$ cat src/rtl/dma_req_pkg.sv
// Package: shared mode encoding and window allotment helper for the
// DMA request generator. Assumes a window length divisible by 8.
package dma_req_pkg;

    typedef enum logic [1:0] {
        REQ_FULL  = 2'b00,
        REQ_LIMIT = 2'b01,
        REQ_EXT   = 2'b10,
        REQ_NONE  = 2'b11
    } req_mode_e;

    // Number of eighths of the window allotted to a bandwidth code.
    function automatic int unsigned bw_eighths(input logic [1:0] code);
        case (code)
            2'b00:   return 1;
            2'b01:   return 2;
            2'b10:   return 4;
            default: return 6;
        endcase
    endfunction

endpackage

$ cat src/rtl/dma_req_sync.sv
// Module: multi-flop synchronizer for an asynchronous level input.
// Assumes the input is a slow level; no pulse stretching is done.
module dma_req_sync #(
    parameter int STAGES = 2
) (
    input  logic clk,
    input  logic rst_n,
    input  logic d_i,
    output logic q_o
);
    logic [STAGES-1:0] chain_q;

    // Shift the raw level through the flop chain.
    always_ff @(posedge clk) begin
        if (!rst_n) chain_q <= '0;
        else        chain_q <= {chain_q[STAGES-2:0], d_i};
    end

    assign q_o = chain_q[STAGES-1];
endmodule

$ cat src/rtl/dma_req_ctrl.sv
// Module: start-bit tracking and configuration capture. Detects the
// rising edge of the start bit, latches mode and bandwidth code on it,
// and keeps an active flag until start is cleared or the transfer ends.
// Assumes start_i is a synchronous register bit.
module dma_req_ctrl
    import dma_req_pkg::*;
(
    input  logic      clk,
    input  logic      rst_n,
    input  logic      start_i,
    input  logic      done_i,
    input  logic [1:0] mode_i,
    input  logic [1:0] bw_code_i,
    output logic      active_o,
    output req_mode_e mode_o,
    output logic [1:0] bw_code_o
);
    logic      start_q;
    logic      active_q;
    logic      start_rise;
    logic      active_d;
    req_mode_e mode_q;
    logic [1:0] bw_q;

    // Edge detect and next active state.
    always_comb begin
        start_rise = start_i & ~start_q;
        active_d   = start_i & ~done_i & (active_q | start_rise);
    end

    // Register the start level and the active flag.
    always_ff @(posedge clk) begin
        if (!rst_n) begin
            start_q  <= 1'b0;
            active_q <= 1'b0;
        end else begin
            start_q  <= start_i;
            active_q <= active_d;
        end
    end

    // Capture configuration on the start edge only.
    always_ff @(posedge clk) begin
        if (!rst_n) begin
            mode_q <= REQ_NONE;
            bw_q   <= 2'b00;
        end else if (start_rise) begin
            mode_q <= req_mode_e'(mode_i);
            bw_q   <= bw_code_i;
        end
    end

    assign active_o  = active_q;
    assign mode_o    = mode_q;
    assign bw_code_o = bw_q;
endmodule

$ cat src/rtl/dma_req_window.sv
// Module: bandwidth window. Counts active clocks modulo WINDOW_LEN and
// opens the request gate for the first allotment of each window.
// Assumes WINDOW_LEN is a power of two, divisible by 8.
module dma_req_window
    import dma_req_pkg::*;
#(
    parameter int WINDOW_LEN = 1024,
    localparam int CNT_W     = $clog2(WINDOW_LEN)
) (
    input  logic             clk,
    input  logic             rst_n,
    input  logic             run_i,
    input  logic [1:0]       bw_code_i,
    output logic             open_o,
    output logic [CNT_W-1:0] cnt_o
);
    localparam int EIGHTH = WINDOW_LEN / 8;
    localparam logic [CNT_W-1:0] LAST = CNT_W'(WINDOW_LEN - 1);

    logic [CNT_W-1:0] cnt_q;
    logic [CNT_W:0]   limit;

    // Advance the window position while running, else hold at zero.
    always_ff @(posedge clk) begin
        if (!rst_n || !run_i)  cnt_q <= '0;
        else if (cnt_q == LAST) cnt_q <= '0;
        else                   cnt_q <= cnt_q + 1'b1;
    end

    // Allotment for the captured code and the open comparison.
    always_comb begin
        limit  = (CNT_W+1)'(EIGHTH * bw_eighths(bw_code_i));
        open_o = ({1'b0, cnt_q} < limit);
    end

    assign cnt_o = cnt_q;
endmodule

$ cat src/rtl/dma_req_gen.sv
// Module: DMA transfer request generator (top). Combines the captured
// mode with the window gate, the synchronized device request and the
// preemption inputs into a bus request and a per-cycle transfer strobe.
// Assumes preemption inputs are synchronous to clk.
module dma_req_gen
    import dma_req_pkg::*;
#(
    parameter int WINDOW_LEN  = 1024,
    parameter int SYNC_STAGES = 2,
    localparam int CNT_W      = $clog2(WINDOW_LEN)
) (
    input  logic       clk,
    input  logic       rst_n,
    input  logic       start_i,
    input  logic [1:0] mode_i,
    input  logic [1:0] bw_code_i,
    input  logic       ext_req_i,
    input  logic       ext_master_req_i,
    input  logic       irq_pending_i,
    input  logic       irq_preempt_en_i,
    input  logic       bus_owned_i,
    input  logic       xfer_done_i,
    output logic       bus_req_o,
    output logic       xfer_ok_o
);
    logic             active;
    req_mode_e        mode_q;
    logic [1:0]       bw_q;
    logic             win_open;
    logic [CNT_W-1:0] win_cnt;
    logic             ext_sync;
    logic             preempt;
    logic             gate;

    dma_req_ctrl u_ctrl (
        .clk       (clk),
        .rst_n     (rst_n),
        .start_i   (start_i),
        .done_i    (xfer_done_i),
        .mode_i    (mode_i),
        .bw_code_i (bw_code_i),
        .active_o  (active),
        .mode_o    (mode_q),
        .bw_code_o (bw_q)
    );

    dma_req_window #(.WINDOW_LEN(WINDOW_LEN)) u_window (
        .clk       (clk),
        .rst_n     (rst_n),
        .run_i     (active),
        .bw_code_i (bw_q),
        .open_o    (win_open),
        .cnt_o     (win_cnt)
    );

    dma_req_sync #(.STAGES(SYNC_STAGES)) u_sync (
        .clk   (clk),
        .rst_n (rst_n),
        .d_i   (ext_req_i),
        .q_o   (ext_sync)
    );

    // Mode-dependent request gate.
    always_comb begin
        case (mode_q)
            REQ_FULL:  gate = 1'b1;
            REQ_LIMIT: gate = win_open;
            REQ_EXT:   gate = ext_sync;
            default:   gate = 1'b0;
        endcase
    end

    // Preemption, request and transfer strobe.
    always_comb begin
        preempt   = ext_master_req_i | (irq_pending_i & irq_preempt_en_i);
        bus_req_o = active & gate & ~preempt;
        xfer_ok_o = bus_req_o & bus_owned_i;
    end
endmodule

$ cat config.mk
export PLATFORM = sky130hd
export DESIGN_NAME = dma_req_gen
export DESIGN_NICKNAME = d
export VERILOG_FILES = /design/src/rtl/dma_req_pkg.sv /design/src/rtl/dma_req_sync.sv /design/src/rtl/dma_req_ctrl.sv /design/src/rtl/dma_req_window.sv /design/src/rtl/dma_req_gen.sv
export SDC_FILE = /design/constraint.sdc
export NUM_CORES = 1
export LEC_CHECK = 0
export ABC_AREA = 1
export BUFFER_PORTS_ARGS = -buffer_cell sky130_fd_sc_hd__buf_2
export CAP_MARGIN = 0
export CELL_PAD_IN_SITES_DETAIL_PLACEMENT = 0
export CELL_PAD_IN_SITES_GLOBAL_PLACEMENT = 2
export CORE_ASPECT_RATIO = 0.6
export CORE_MARGIN = 4
export CORE_UTILIZATION = 26
export CTS_CLUSTER_DIAMETER = 50
export CTS_CLUSTER_SIZE = 14
export DETAILED_ROUTE_END_ITERATION = 16
export PLACE_DENSITY = 0.77
export SYNTH_ARGS = -nofsm -noshare
export SYNTH_HDL_FRONTEND = slang
export SYNTH_SLANG_ARGS = --single-unit
$ cat constraint.sdc
create_clock -name clk -period 1.2 [get_ports clk]
set_input_delay 0.12 -clock clk [delete_from_list [all_inputs] [get_ports clk]]
set_output_delay 0.12 -clock clk [all_outputs]
set_load 0.05 [all_outputs]
==> results.py, run 1 <==
metrics = {
    "run": {
        "max-cap-violations": 0,
    },
    "final_layout": {
        "diodes": 0,
        "final_nets": 165,
        "final_cells": 190,
        "syn_to_final_growth_pct": 49.85,
        "drive_gt1_frac": 0.4459,
        "nFillCells": 323,
        "stdcell_area_um2": 1237,
    },
    "placed_design": {
        "dp_cells": 182,
        "place_area_um2": 1059,
        "dpl.hpwl_um": 1420,
        "io_buffer_count": 14,
        "routabilityCongestion": 0.7073,
        "place_ws_ns": -0.1858,
    },
    "yosys": {
        "ys_types": 21,
        "synth_area_um2": 825.8,
        "ys_ff_latch": 18,
        "avgSynthCellArea_um2": 7.058,
        "synthCells": 117,
        "synth_fp_nets": 133,
        "ys_warn_count": 0,
        "ys_seq_area_frac": 0.4364,
    },
    "drt": {
        "wire_per_inst_um": 10.08,
        "first_pass_iters": 4,
        "drtIter0Drc": 36,
        "drc": 0,
        "num_vias": 767,
        "postRouteAntennaNets": 0,
        "vias_per_cell": 4.037,
        "routed_wl_um": 1916,
    },
    "timing": {
        "relSlewSlack": 0.8686,
        "setup_slack_ns": -0.4008,
        "rsz0062_at_grt": "true",
        "finClkSkew_ns": 0.006588,
        "worst_pin_slew_ns": 0.1960,
        "post-route-period-util": 1.334,
        "setup_viol": 2,
        "final_hold_viol_count": 0,
        "timing.fmax_ghz": 0.6247,
        "slew_violations": 0,
        "min_period_ns": 1.601,
    },
    "worst_setup_path": {
        "end_kind": "output port",
        "worstPathRequired_ns": 1.08,
        "critical_path_class": "flip-flop to output port",
        "ff2ff_setup_slack_ns": 0.02,
        "start_kind": "flip-flop",
        "worstPathArrival_ns": 1.48,
        "crit_fanout": 2,
        "reg2regPathDepth": 6,
    },
    "power_and_ir_drop": {
        "switching_share": 0.2157,
        "pwr-share-seq": 0.507,
        "clock_power_share": 0.399,
        "peakVddDrop_mv": 0.5053,
        "p_total_mw": 1.230,
        "share_comb_of_total_power": 0.093,
        "p_per_area_nw_per_um2": 993.7,
        "p_int_uw": 964.4,
        "power_switching_uw": 265.2,
        "power_leakage_nw": 0.5735,
    },
    "clock_network": {
        "cts_buffers": 3,
        "clock_latency_ns": 0.25,
        "cts_root_buf": "clkbuf_8",
        "cts_buffer_depth": 2,
        "cts_num_sinks": 18,
        "cts_tree": "yes",
        "cts.clk_slew.worst_paths_ns": 0.07,
        "htree_levels": 1,
    },
    "global_routing": {
        "grt_overflow": 0,
        "grtUsageTotal": 0.1014,
        "grt_pass1_vias": 700,
        "antenna_found_initial": 0,
        "grt_pass1_wl_um": 3098,
        "grt_max_degree": 11,
    },
    "floorplan": {
        "io_pins": 15,
        "start_util": 0.2803,
        "die_h_um": 51.66,
        "rows": 15,
        "die_x_um": 80.76,
        "die_area_um2": 4171,
        "core_um2": 2947,
    },
    "status": {
        "status": "complete, but fails checks",
        "violations": "negative setup slack",
    },
    "hold_path": {
        "whs_path_depth": 2,
        "hold_path.class": "primary input to flip-flop",
    },
}
==> Yosys cell counts <==
cell type / count / area (µm²)
nor2_4: 1 / 11.26
or2_0: 1 / 6.260
nor2_1: 15 / 56.30
o21bai_1: 1 / 7.510
a21oi_2: 1 / 8.760
o21ai_0: 3 / 15.01
a21oi_1: 4 / 20.02
xor2_1: 2 / 17.52
nand3b_1: 1 / 7.510
inv_2: 1 / 3.750
inv_1: 23 / 86.33
nand3_1: 3 / 15.01
nand2_2: 3 / 18.77
a211oi_1: 1 / 7.510
nand2_1: 31 / 116.4
nand4_1: 1 / 6.260
nor3_1: 2 / 10.01
o211ai_1: 1 / 7.510
dfxtp_1: 18 / 360.4
ha_1: 3 / 37.54
nor2_2: 1 / 6.260
==> layout make-up <==
| class | instances | area, µm² | share of cell area |
|---|---|---|---|
| Tap cell | 42 | 52.55 | 0.04247 |
| Multi-Input combinational cell | 76 | 481.7 | 0.3893 |
| Clock buffer | 4 | 55.05 | 0.04449 |
| Sequential cell | 18 | 370.4 | 0.2993 |
| Inverter | 24 | 93.84 | 0.07583 |
| Timing Repair Buffer | 26 | 183.9 | 0.1486 |
==> path summary, 6_finish.rpt <==
check / start / endpoint
hold reg to reg: u_sync.chain_q[0]$_SDFF_PN0_ / u_sync.chain_q[1]$_SDFF_PN0_
setup reg to reg: u_window.cnt_o[1]$_SDFF_PP0_ / u_window.cnt_o[8]$_SDFF_PP0_
setup / recovery: u_ctrl.bw_code_o[0]$_SDFFE_PN0P_ / bus_req_o
hold / removal: xfer_done_i / u_ctrl.active_o$_SDFF_PN0_
==> power by group through the flow <==
| stage | sequential, mW | combinational (mW) | clock, mW |
|---|---|---|---|
| final | 0.624 | 0.115 | 0.491 |
| after global routing | 0.626 | 0.130 | 0.541 |
| after CTS | 0.624 | 0.111 | 0.508 |
| after detailed placement | 0.637 | 0.103 | 0 |
| after global placement | 0.637 | 0.102 | 0 |
| after floorplan | 0.636 | 0.0542 | 0 |
==> state kept, by name, summed over array words and instances (netlist names) <==
name,flops
u_window.cnt_o,10
u_ctrl.bw_code_o,2
u_ctrl.mode_o,2
u_sync.chain_q,2
u_ctrl.active_o,1
u_ctrl.start_q,1
==> kinds of logic after synthesis <==
group	Yosys count	synth area share
adder cells (fa/ha/maj)	3	0.04546
buffers and inverters	24	0.1091
AO/OA/AOI/OAI	11	0.08031
flip-flops	18	0.4364
XOR/XNOR	2	0.02122
AND/OR/NAND/NOR	59	0.3076
==> placed cells by master, fill, tap and decap left out, drive strengths merged <==
cell	count
a211oi	1
a21oi	5
buf	26
clkbuf	4
clkinvlp	1
dfxtp	18
ha	3
inv	23
nand2	35
nand3	3
nand3b	1
nand4	1
nor2	17
nor3	2
o211ai	1
o21ai	3
o21bai	1
or2	1
xor2	2
==> critical path: stages, from the launching register on <==
cell and delay (ns):
dfxtp_2 0.33, inv_2 0.05, ha_4 0.26, nand2_2 0.04, inv_2 0.04, nand2_2 0.03
nand2_1 0.05, nand2_1 0.05, nand2_2 0.12, clkinvlp_4 0.10, buf_8 0.15
==> per-stage QoR <==
step                setup TNS, ns  hold WS [ns]    util
floorplan                 -0.1763        0.1985       -
global placement          -0.3749        0.2882  0.3592
detailed placement        -0.4128        0.2909  0.3592
CTS                       -0.7834       0.02208  0.4021
global route               -1.116       0.02292  0.4200
finish                    -0.7316       0.03113  0.4200
==> what timing repair did <==
action / 4_1_cts / 5_1_grt
pin swaps: 7 / 10
hold buffers: 0 / 0
setup buffers: 1 / 2
gates cloned: 1 / 0
gates resized for setup: 15 / 16
setup endpoints to repair: 11 / 6
==> metal layers <==
metal,GRT usage,vias up,share of wire
li1,-,415,-
met1,0.1451,341,0.53
met2,0.1387,9,0.42
met3,0.03633,2,0.033
met4,0.03371,0,0.0089
met5,0,-,0
Note: power is estimated with default switching activity, not from simulation.
==> run 2: changes to the inputs <==
- PLACE_DENSITY: 0.77 -> unset
- PLACE_DENSITY_LB_ADDON: unset -> 0.1
==> run 2 against run 1 <==
  * The flow still finishes with violations (negative setup slack)
  * Combinational power barely moved
  * Design area rose by 1.1%
  * Worst setup slack got worse by 0.0065 ns
  * Die area did not move
  * Cell count rose by 2.1%
  * Sequential cell count did not move
  * Routed wire length fell by 4.4%
  * Critical path type unchanged
  * Largest power group unchanged
  * Highest routed layer unchanged
==> results.py, run 2 (synthesized netlist as in run 1, its figures left out) <==
metrics = {
    "drt": {
        "num_vias": 744,
        "drtIter0Drc": 31,
        "drc": 0,
        "postRouteAntennaNets": 0,
        "first_pass_iters": 4,
        "routed_wl_um": 1832,
        "vias_per_cell": 3.835,
        "wire_per_inst_um": 9.443,
    },
    "timing": {
        "min_period_ns": 1.607,
        "relSlewSlack": 0.8653,
        "setup_slack_ns": -0.4073,
        "rsz0062_at_grt": "true",
        "slew_violations": 0,
        "setup_viol": 2,
        "worst_pin_slew_ns": 0.1999,
        "timing.fmax_ghz": 0.6222,
        "finClkSkew_ns": 0.003513,
        "post-route-period-util": 1.339,
        "final_hold_viol_count": 0,
    },
    "clock_network": {
        "clock_latency_ns": 0.25,
        "cts_buffers": 3,
        "cts.clk_slew.worst_paths_ns": 0.07,
        "cts_root_buf": "clkbuf_8",
        "post-cts-setup-buffers": 0,
        "htree_levels": 1,
        "cts_hold_buf": 0,
        "cts_num_sinks": 18,
        "cts_tree": "yes",
        "cts_buffer_depth": 2,
    },
    "global_routing": {
        "antenna_found_initial": 0,
        "grt_pass1_vias": 670,
        "grt_overflow": 0,
        "grt_pass1_wl_um": 2994,
        "grt_max_degree": 11,
        "grtUsageTotal": 0.09754,
    },
    "worst_setup_path": {
        "critical_path_class": "flip-flop to output port",
        "worstPathArrival_ns": 1.49,
        "end_kind": "output port",
        "worstPathRequired_ns": 1.08,
        "start_kind": "flip-flop",
        "crit_fanout": 2,
    },
    "status": {
        "violations": "negative setup slack",
        "status": "complete, but fails checks",
    },
    "power_and_ir_drop": {
        "p_total_mw": 1.233,
        "power_switching_uw": 269.4,
        "peakVddDrop_mv": 0.5534,
        "p_per_area_nw_per_um2": 985.4,
        "pwr-share-seq": 0.506,
        "switching_share": 0.2185,
        "p_int_uw": 963.5,
        "clock_power_share": 0.402,
        "power_leakage_nw": 0.6144,
        "share_comb_of_total_power": 0.092,
    },
    "floorplan": {
        "start_util": 0.2803,
        "die_x_um": 80.76,
        "rows": 15,
        "die_h_um": 51.66,
        "io_pins": 15,
        "core_um2": 2947,
        "die_area_um2": 4171,
    },
    "final_layout": {
        "drive_gt1_frac": 0.4211,
        "largest_register_ffs": 10,
        "syn_to_final_growth_pct": 51.52,
        "final_cell_mix": "nand2_1 (28), inv_1 (18), buf_4 (16)",
        "layout_commonest_cell": "nand2_1",
        "final_nets": 169,
        "fin_util": 0.4246,
        "diodes": 0,
        "stdcell_area_um2": 1251,
    },
    "hold_path": {
        "hold_path.class": "primary input to flip-flop",
    },
    "placed_design": {
        "place_ws_ns": -0.1715,
        "io_buffer_count": 14,
        "place_area_um2": 1119,
        "dpl.hpwl_um": 1468,
        "routabilityCongestion": 0.6805,
    },
    "run": {
        "max-cap-violations": 0,
    },
}
[run 2: cell count changes in the layout (fill, tap and decap cells not counted), moves of 3 or more]
cell and delta:
dfxtp_1 +3, nand2_1 +3, nand2_2 -4, buf_4 +5, dfxtp_2 -3
[run 2: layer usage]
| layer | routed length, µm | GRT usage | up-vias |
|---|---|---|---|
| li1 | - | - | 426 |
| met3 | 84 | 0.04325 | 2 |
| met5 | 0 | 0 | - |
| met1 | 1089 | 0.1468 | 305 |
| met4 | 8 | 0.01685 | 0 |
| met2 | 649 | 0.1250 | 11 |
[run 2: final timing paths]
path / startpoint / depth (start not counted) / slack, ns / end
setup reg to reg: u_window.cnt_o[1]$_SDFF_PP0_ / 7 / 0.07 / u_window.cnt_o[2]$_SDFF_PP0_
hold / removal: xfer_done_i / 2 / 0.02 / u_ctrl.active_o$_SDFF_PN0_
hold reg to reg: u_sync.chain_q[0]$_SDFF_PN0_ / 2 / 0.42 / u_sync.chain_q[1]$_SDFF_PN0_
setup / recovery: u_ctrl.bw_code_o[0]$_SDFFE_PN0P_ / 10 / -0.41 / bus_req_o
[run 2: area by class of cell]
class	count	area, µm²
Tap cell	42	52.55
Multi-Input combinational cell	75	465.4
Clock buffer	4	55.05
Sequential cell	18	366.6
Inverter	24	93.84
Timing Repair Buffer	31	217.7
Fill cell	322	1695
[run 2: per-stage QoR]
| step | instances | setup TNS (ns) | hold WS, ns |
|---|---|---|---|
| 6_report | 194 | -0.7612 | 0.01936 |
| 5_1_grt | 194 | -1.003 | 0.01619 |
| 4_1_cts | 194 | -0.7901 | 0.006282 |
| 3_5_place_dp | 190 | -0.4801 | 0.2862 |
| 3_3_place_gp | 190 | -0.4753 | 0.2869 |
| 2_1_floorplan | 117 | -0.1763 | 0.1985 |
[run 2: worst max-delay path, cell delays in order, from the launching register on]
cell and delay (ns):
dfxtp_2 0.33, inv_2 0.05, ha_4 0.26, nand2_2 0.04
inv_2 0.04, nand2_2 0.03, nand2_1 0.05, nand2_1 0.05
nand2_2 0.12, clkinvlp_4 0.10, buf_8 0.15
[run 2: what timing repair did]
action                                  4_1_cts  5_1_grt
endpoints found under the setup margin        9       12
resized for setup                            16        6
pin swaps                                     8        8
[run 2: power by group through the flow]
stage | clock network (mW) | logic (mW) | registers (mW)
global placement | 0 | 0.104 | 0.637
finish | 0.495 | 0.113 | 0.624
detailed placement | 0 | 0.105 | 0.637
floorplan | 0 | 0.0542 | 0.636
global route | 0.546 | 0.131 | 0.627
CTS | 0.526 | 0.108 | 0.624
